$ cat config.mk
export PLATFORM = sky130hd
export DESIGN_NAME = can_err_state
export DESIGN_NICKNAME = d
export VERILOG_FILES = /design/src/rtl/can_err_pkg.sv /design/src/rtl/can_err_counter.sv /design/src/rtl/can_err_ovr.sv /design/src/rtl/can_err_flags.sv /design/src/rtl/can_err_state.sv
export SDC_FILE = /design/constraint.sdc
export NUM_CORES = 1
export LEC_CHECK = 0
export BUFFER_PORTS_ARGS = -buffer_cell sky130_fd_sc_hd__buf_2
export CAP_MARGIN = 20
export CORE_ASPECT_RATIO = 0.75
export CORE_MARGIN = 2
export CORE_UTILIZATION = 40
export DETAILED_ROUTE_END_ITERATION = 12
export GPL_TIMING_DRIVEN = 0
export MAX_ROUTING_LAYER = met4
export PLACE_DENSITY = 0.68
export REMOVE_ABC_BUFFERS = 1
export SLEW_MARGIN = 10
export SYNTH_ARGS = -nofsm -noshare
export SYNTH_HDL_FRONTEND = slang
export SYNTH_SLANG_ARGS = --single-unit
$ cat constraint.sdc
create_clock -name clk_i -period 2.9 [get_ports clk_i]
set_input_delay 0.58 -clock clk_i [delete_from_list [all_inputs] [get_ports clk_i]]
set_output_delay 0.58 -clock clk_i [all_outputs]
set_load 0.02 [all_outputs]
$ cat src/rtl/can_err_pkg.sv
package can_err_pkg;
  localparam int EF_WARN   = 0;
  localparam int EF_RXWARN = 1;
  localparam int EF_TXWARN = 2;
  localparam int EF_RXPASS = 3;
  localparam int EF_TXPASS = 4;
  localparam int EF_BUSOFF = 5;
  localparam int EF_OVR0   = 6;
  localparam int EF_STATE_W = 6;

  typedef enum logic {CNT_TX = 1'b0, CNT_RX = 1'b1} cnt_sel_e;
endpackage

$ cat src/rtl/can_err_counter.sv
module can_err_counter #(
  parameter int W = 8
) (
  input  logic         clk_i,
  input  logic         rst_ni,
  input  logic         clr_i,
  input  logic         set_i,
  input  logic [W-1:0] set_val_i,
  input  logic         inc_i,
  input  logic [W-1:0] inc_amt_i,
  input  logic         dec_i,
  output logic [W-1:0] cnt_o
);
  localparam logic [W-1:0] MAX = '1;

  logic [W-1:0] cnt_q, cnt_d;
  logic [W:0]   sum;

  assign sum = {1'b0, cnt_q} + {1'b0, inc_amt_i};

  always_comb begin
    cnt_d = cnt_q;
    if (clr_i)                    cnt_d = '0;
    else if (set_i)               cnt_d = set_val_i;
    else if (inc_i)               cnt_d = sum[W] ? MAX : sum[W-1:0];
    else if (dec_i && cnt_q != 0) cnt_d = cnt_q - 1'b1;
  end

  always_ff @(posedge clk_i or negedge rst_ni) begin
    if (!rst_ni) cnt_q <= '0;
    else         cnt_q <= cnt_d;
  end

  assign cnt_o = cnt_q;

  p_no_wrap_r1: assert property (@(posedge clk_i) disable iff (!rst_ni)
    (dec_i && !inc_i && !set_i && !clr_i && cnt_q == '0) |=> cnt_q == '0);
  p_saturate_r1: assert property (@(posedge clk_i) disable iff (!rst_ni)
    (inc_i && !set_i && !clr_i && cnt_q == MAX) |=> cnt_q == MAX);
endmodule

$ cat src/rtl/can_err_ovr.sv
module can_err_ovr (
  input  logic clk_i,
  input  logic rst_ni,
  input  logic valid_i,
  input  logic full_i,
  input  logic clr_i,
  output logic ovr_o
);
  logic ovr_q;

  always_ff @(posedge clk_i or negedge rst_ni) begin
    if (!rst_ni)               ovr_q <= 1'b0;
    else if (valid_i && full_i) ovr_q <= 1'b1;  // new event beats clear
    else if (clr_i)            ovr_q <= 1'b0;
  end

  assign ovr_o = ovr_q;

  p_ovr_hold_r7: assert property (@(posedge clk_i) disable iff (!rst_ni)
    (ovr_q && !clr_i) |=> ovr_q);
  p_ovr_set_r7: assert property (@(posedge clk_i) disable iff (!rst_ni)
    (valid_i && full_i) |=> ovr_q);
endmodule

$ cat src/rtl/can_err_flags.sv
module can_err_flags
  import can_err_pkg::*;
#(
  parameter int W        = 8,
  parameter int WARN_LVL = 96,
  parameter int PASS_LVL = 128
) (
  input  logic                  clk_i,
  input  logic                  rst_ni,
  input  logic [W-1:0]          tec_i,
  input  logic [W-1:0]          rec_i,
  input  logic                  recov_i,
  output logic [EF_STATE_W-1:0] state_o,
  output logic                  irq_o
);
  localparam logic [W-1:0] MAX  = '1;
  localparam logic [W-1:0] WARN = W'(WARN_LVL);
  localparam logic [W-1:0] PASS = W'(PASS_LVL);

  logic                  bo_q;
  logic                  bo;
  logic [EF_STATE_W-1:0] st, prev_q;

  assign bo = bo_q | (tec_i == MAX);

  always_ff @(posedge clk_i or negedge rst_ni) begin
    if (!rst_ni)      bo_q <= 1'b0;
    else if (recov_i) bo_q <= 1'b0;
    else              bo_q <= bo;
  end

  always_comb begin
    st            = '0;
    st[EF_RXWARN] = rec_i >= WARN;
    st[EF_TXWARN] = tec_i >= WARN;
    st[EF_WARN]   = st[EF_RXWARN] | st[EF_TXWARN];
    st[EF_RXPASS] = rec_i >= PASS;
    st[EF_TXPASS] = tec_i >= PASS;
    st[EF_BUSOFF] = bo;
  end

  always_ff @(posedge clk_i or negedge rst_ni) begin
    if (!rst_ni) prev_q <= '0;
    else         prev_q <= st;
  end

  assign state_o = st;
  assign irq_o   = st != prev_q;

  p_busoff_sticky_r5: assert property (@(posedge clk_i) disable iff (!rst_ni)
    (st[EF_BUSOFF] && !recov_i) |=> st[EF_BUSOFF]);
  p_irq_single_r8: assert property (@(posedge clk_i) disable iff (!rst_ni)
    (irq_o && $stable(tec_i) && $stable(rec_i) && !recov_i) |=> !irq_o);
endmodule

$ cat src/rtl/can_err_state.sv
module can_err_state
  import can_err_pkg::*;
#(
  parameter int CNT_W    = 8,
  parameter int NBUF     = 2,
  parameter int WARN_LVL = 96,
  parameter int PASS_LVL = 128,
  localparam int FLAG_W  = EF_STATE_W + NBUF
) (
  input  logic              clk_i,
  input  logic              rst_ni,
  input  logic              tx_inc_i,
  input  logic [CNT_W-1:0]  tx_inc_amt_i,
  input  logic              tx_dec_i,
  input  logic              tx_set_i,
  input  logic [CNT_W-1:0]  tx_set_val_i,
  input  logic              rx_inc_i,
  input  logic [CNT_W-1:0]  rx_inc_amt_i,
  input  logic              rx_dec_i,
  input  logic              rx_set_i,
  input  logic [CNT_W-1:0]  rx_set_val_i,
  input  logic [NBUF-1:0]   rx_valid_i,
  input  logic [NBUF-1:0]   rx_full_i,
  input  logic [NBUF-1:0]   ovr_clr_i,
  input  logic              recov_done_i,
  output logic [CNT_W-1:0]  tec_o,
  output logic [CNT_W-1:0]  rec_o,
  output logic [FLAG_W-1:0] eflg_o,
  output logic              err_irq_o
);
  logic [1:0]             inc, dec, set;
  logic [1:0][CNT_W-1:0]  amt, val, cnt;
  logic [NBUF-1:0]        ovr;
  logic [EF_STATE_W-1:0]  st;

  assign inc = {rx_inc_i, tx_inc_i};
  assign dec = {rx_dec_i, tx_dec_i};
  assign set = {rx_set_i, tx_set_i};
  assign amt = {rx_inc_amt_i, tx_inc_amt_i};
  assign val = {rx_set_val_i, tx_set_val_i};

  for (genvar c = 0; c < 2; c++) begin : g_cnt
    can_err_counter #(.W(CNT_W)) u_cnt (
      .clk_i    (clk_i),
      .rst_ni   (rst_ni),
      .clr_i    (recov_done_i),
      .set_i    (set[c]),
      .set_val_i(val[c]),
      .inc_i    (inc[c]),
      .inc_amt_i(amt[c]),
      .dec_i    (dec[c]),
      .cnt_o    (cnt[c])
    );
  end

  assign tec_o = cnt[CNT_TX];
  assign rec_o = cnt[CNT_RX];

  can_err_flags #(.W(CNT_W), .WARN_LVL(WARN_LVL), .PASS_LVL(PASS_LVL)) u_flags (
    .clk_i  (clk_i),
    .rst_ni (rst_ni),
    .tec_i  (tec_o),
    .rec_i  (rec_o),
    .recov_i(recov_done_i),
    .state_o(st),
    .irq_o  (err_irq_o)
  );

  for (genvar b = 0; b < NBUF; b++) begin : g_ovr
    can_err_ovr u_ovr (
      .clk_i  (clk_i),
      .rst_ni (rst_ni),
      .valid_i(rx_valid_i[b]),
      .full_i (rx_full_i[b]),
      .clr_i  (ovr_clr_i[b]),
      .ovr_o  (ovr[b])
    );
  end

  assign eflg_o = {ovr, st};

  p_recov_clear_r6: assert property (@(posedge clk_i) disable iff (!rst_ni)
    recov_done_i |=> (tec_o == '0 && rec_o == '0 && !eflg_o[EF_BUSOFF]));
endmodule

* Word-level counts from Yosys, hierarchy flattened *
Index checks and enable logic that the tools add are counted.

storage, ports and cells
  output and inout bits = 25
  bits in registers = 25

cells by class
  equality and inequality tests = 2
  bitwise gates (word level) = 2
  mux-type cells = 15
  add/sub/neg operators = 4
  reductions and logical operators = 10
  order comparisons = 4

operators by type and width
  cell                                                  number
  two-way mux 8 bit                                     10
  adder 8 x 8 -> 9 bit                                  2
  >= comparator 8 x 7 -> 1 bit (second input constant)  2
  >= comparator 8 bit (second input constant)           2
  nonzero test 8 bit                                    2
  subtractor 8 x 1 -> 8 bit (second input constant)     2
  equality test 8 bit (second input constant)           1
  nonzero test 4 bit                                    2
  != test 6 bit                                         1
  two-way mux 1 bit                                     5
  logical AND 1 bit                                     4
  nonzero test 2 bit                                    2
  OR 1 bit                                              2

* Logic depth before layout (Yosys ltp) *
  depth in word-level cells = 6
  gate-level depth with buffers = 7
  depth with buffers taken out = 7

* By module *
From an unflattened synthesis, not the netlist that was laid out.

unflattened totals
  cell total of the unflattened synthesis = 266
  area, all modules = 2,312.2 um^2

by module, submodules not included
  module                             cells each  instances  area an instance (um^2)
  can_err_counter at g_cnt[1].u_cnt  124         1          982.2
  can_err_counter at g_cnt[0].u_cnt  106         1          918.4
  can_err_flags                      28          1          329.1
  can_err_ovr                        4           2          41.3

* Worst setup path before layout *
Ideal clock, no wire load.

  path type = input to register
  start = input port tx_inc_amt_i[0]
  end = register g_cnt[0].u_cnt.cnt_q[2]
  required time = 2.778 ns
  setup slack = 0.406 ns
  library setup time = 0.122 ns
  stages on the path = 7
  path buffers = 0
  data arrival time = 2.372 ns
  cells stage by stage = ha_1 fa_1 a211oi_1 nor2_1 o21a_1 or3_1 a32o_1

between the ends
  cells in the longest elaborated chain, start to end = 5

RTL lines
  item                            line                   RTL
  start, declared                 can_err_state.sv:13    input logic [CNT_W-1:0] tx_inc_amt_i,
  adder 8 x 8 -> 9 bit            can_err_counter.sv:19  assign sum = {1'b0, cnt_q} + {1'b0, inc_amt_i};
  two-way mux 8 bit (2 in a row)  can_err_counter.sv:25  else if (inc_i) cnt_d = sum[W] ? MAX : sum[W-1:0];
  two-way mux 8 bit               can_err_counter.sv:24  else if (set_i) cnt_d = set_val_i;
  two-way mux 8 bit               can_err_counter.sv:23  if (clr_i) cnt_d = '0;
  end signal, assigned            can_err_counter.sv:31  else cnt_q <= cnt_d;
  end, declared                   can_err_counter.sv:16  logic [W-1:0] cnt_q, cnt_d;

Every way passes these cells.
A chain may end at the register's enable or synchronous reset.

* Worst setup path after layout *
  start = register g_cnt[1].u_cnt.cnt_q[6]
  end = output port err_irq_o

between the ends
  cells in the longest elaborated chain, start to end = 3

RTL lines
  item                          line                   RTL
  start, declared               can_err_counter.sv:16
  start signal, assigned        can_err_counter.sv:31
  >= comparator 8 x 7 -> 1 bit  can_err_flags.sv:34    st[EF_RXWARN] = rec_i >= WARN;
  OR 1 bit                      can_err_flags.sv:36    st[EF_WARN] = st[EF_RXWARN] | st[EF_TXWARN];
  != test 6 bit (*)             can_err_flags.sv:48    assign irq_o = st != prev_q;
  end, declared                 can_err_state.sv:29    output logic err_irq_o

Mark *: on every way between the ends. The rest lies on a longest branch, timed or not.

==> results.yml <==
critical_path:
  worstSetupPathType: "flop to output port"
  critPathLaunchType: "flop"
  arrival_ps: 2130
  cp.required_ps: 2320
  r2r_slack_ps: 270
  end_kind: "output port"
  path_max_fanout: 8
timing:
  fin_setup_tns_ps: 0
  setup_viol: 0
  rsz0062_at_grt: "no"
  fin_skew_ps: 3.96
  layout_min_cycle_time_ps: 2710
  maxSlewHeadroom: 0.626
  finalCritPeriodShare: 0.935
  finalHoldViolations: 0
  worst_pin_slew_ps: 558
  fmax_mhz: 369
  slew_viol_final: 0
detailed_routing:
  final_antenna_net_count: 0
  dr.first_iter.drc_count: 126
  drt-total-wl_microns: 5890
  drt-wirelength-per-cell_microns: 14.6
  viasPerCell: 5.55
  vias: 2238
  drtPass1Iterations: 4
  drc: 0
synthesis:
  syn_area_sq_um: 2290
  synth_enable_flop_cells: 0
  synthArstFlopShare: 1.00
  ys_seq_area_frac: 0.273
  synth-seq-cells: 25
  synth.largest_area_cell: "dfrtp_1"
  synth.distinct_cells: 53
  ys.flop_type: "dfrtp_1"
  synthCells: 263
  yosys_warnings: 0
  yosysTopAreaCellShare: 0.273
  postSynthAreaPerCell_sq_um: 8.70
  synthTopCellsByArea: "dfrtp_1 27%, ha_1 11%, xor2_1 4.6%"
clock_tree:
  cts_max_level: 1
  numCtsBuffers: 3
  cts_tree: "done"
  clk_pin_slew_ps: 90
  clkSinkCount: 25
  cts_hold_buf: 0
  clockRootBuffer: "clkbuf_8"
  postCtsSetupBuffers: 0
  cts_resized: 0
  cts_max_path_buffers: 2
  clk_latency_ps: 270
power_and_ir_drop:
  power.density_nw_per_um2: 471
  p_leak_nw: 1.36
  peakVddDrop_uv: 171
die:
  die_area_sq_um: 6350
  fp.dieW_microns: 91.3
  die_h_microns: 69.5
  rows: 23
  core_area_sq_um: 5440
  initial_utilization: 0.421
  ioPinCount: 72
global_route:
  grt_max_degree: 26
  grt_pass1_vias: 2045
  grt_pass1_wl_microns: 9930
  grt_util_all_layers: 0.195
  antenna_found_initial: 0
  grt-ovfl-total: 0
finish:
  nets: 399
  drive_gt1_frac: 0.277
  diodes: 0
  final_util: 0.503
  area_delta_synth_final_pct: 19.6
run:
  drv_cap: 0
placed_design:
  numPortBuffers: 71
  dp_hpwl_microns: 4720
  place_congestion: 0.912
worst_hold_path:
  hp-class: "input port to async pin"
outcome:
  status: "complete, no violations"
worst paths after layout:
path                                          from                      end  cells after the start
max                        g_cnt[1].u_cnt.cnt_o[6]                err_irq_o                      7
min                                         rst_ni     g_ovr[0].u_ovr.ovr_o                      1
max reg2reg                g_cnt[0].u_cnt.cnt_o[0]  g_cnt[0].u_cnt.cnt_o[2]                      7
min reg2reg                           u_flags.bo_q        u_flags.prev_q[5]                      1
max in group asynchronous                   rst_ni  g_cnt[1].u_cnt.cnt_o[7]                      1
min in group clk_i                    ovr_clr_i[0]     g_ovr[0].u_ovr.ovr_o                      2
layout make-up:
class	instances	area [sq um]
repair buffers	71	355
clock buffers	3	41.3
well taps	75	93.8
clock inverters	1	7.51
inverters	18	67.6
multi-input cells	210	1540
fillers	534	2700
flip-flops and latches	25	628
per-stage QoR:
step                instance area (sq um)  power (mW)  worst slack, ps  std cells  hold slack (ps)
global placement                     2680        1.06             95.1        399              514
finish                               2740        1.29              189        403              285
detailed placement                   2680        1.07             92.1        399              529
CTS                                  2730        1.29              119        403              309
global route                         2740        1.39             1.84        403              333
floorplan                            2230       0.883              215        253              284
registers in the layout (all words and copies together) (netlist names):
signal,flops
u_flags.bo_q,1
g_cnt.u_cnt.cnt_o,16
u_flags.prev_q,6
g_ovr.u_ovr.ovr_o,2
synth_stat cells (all sizes together), types with 4 or more instances:
| master | number |
|---|---|
| a21o | 6 |
| a21oi | 18 |
| buf | 6 |
| clkbuf | 4 |
| dfrtp | 25 |
| ha | 21 |
| inv | 18 |
| nand2 | 27 |
| nand2b | 5 |
| nor2 | 14 |
| nor3 | 9 |
| nor4 | 4 |
| o211ai | 8 |
| o21ai | 18 |
| o221ai | 5 |
| or3 | 5 |
| xnor2 | 9 |
| xor2 | 12 |
cell families (layout without fill, tap and decap cells):
group,after synthesis,after routing,share of synthesized area
AO/OA/AOI/OAI,84,84,0.270
XOR/XNOR,21,21,0.0804
adder cells (fa/ha/maj),23,23,0.132
buffers and inverters,28,93,0.0552
flip-flops,25,25,0.273
multiplexers,1,1,0.00492
AND/OR/NAND/NOR,81,81,0.184
layer usage:
| metal | global-route usage | wire length [microns] | vias to the layer above |
|---|---|---|---|
| met5 | - | 0 | - |
| li1 | - | - | 1113 |
| met3 | 0.0283 | 338 | 2 |
| met1 | 0.300 | 3070 | 1043 |
| met4 | 0.0185 | 21 | 0 |
| met2 | 0.281 | 2470 | 80 |
critical path: stages (launching register included):
cell,delay (ps)
dfrtp_1,500
a21oi_2,210
inv_1,100
nor4b_1,260
a31o_2,150
a21oi_1,60
or4_1,410
buf_2,180
where the power goes:
group | switching, mW | internal (mW) | total [mW]
sequential | 0.0791 | 0.390 | 0.470
clock | 0.118 | 0.0975 | 0.216
combinational | 0.346 | 0.257 | 0.604
total | 0.544 | 0.745 | 1.29
cell usage in the layout, fill, tap and decap left out, types with 8 or more instances in the layout:
master,instances
a21oi_1,16
buf_2,71
dfrtp_1,23
ha_1,21
inv_1,18
nand2_1,27
nor2_1,14
nor3_1,9
o211ai_1,8
o21ai_0,12
xnor2_1,9
xor2_1,12
No activity file was read; power rests on OpenSTA's default activity.
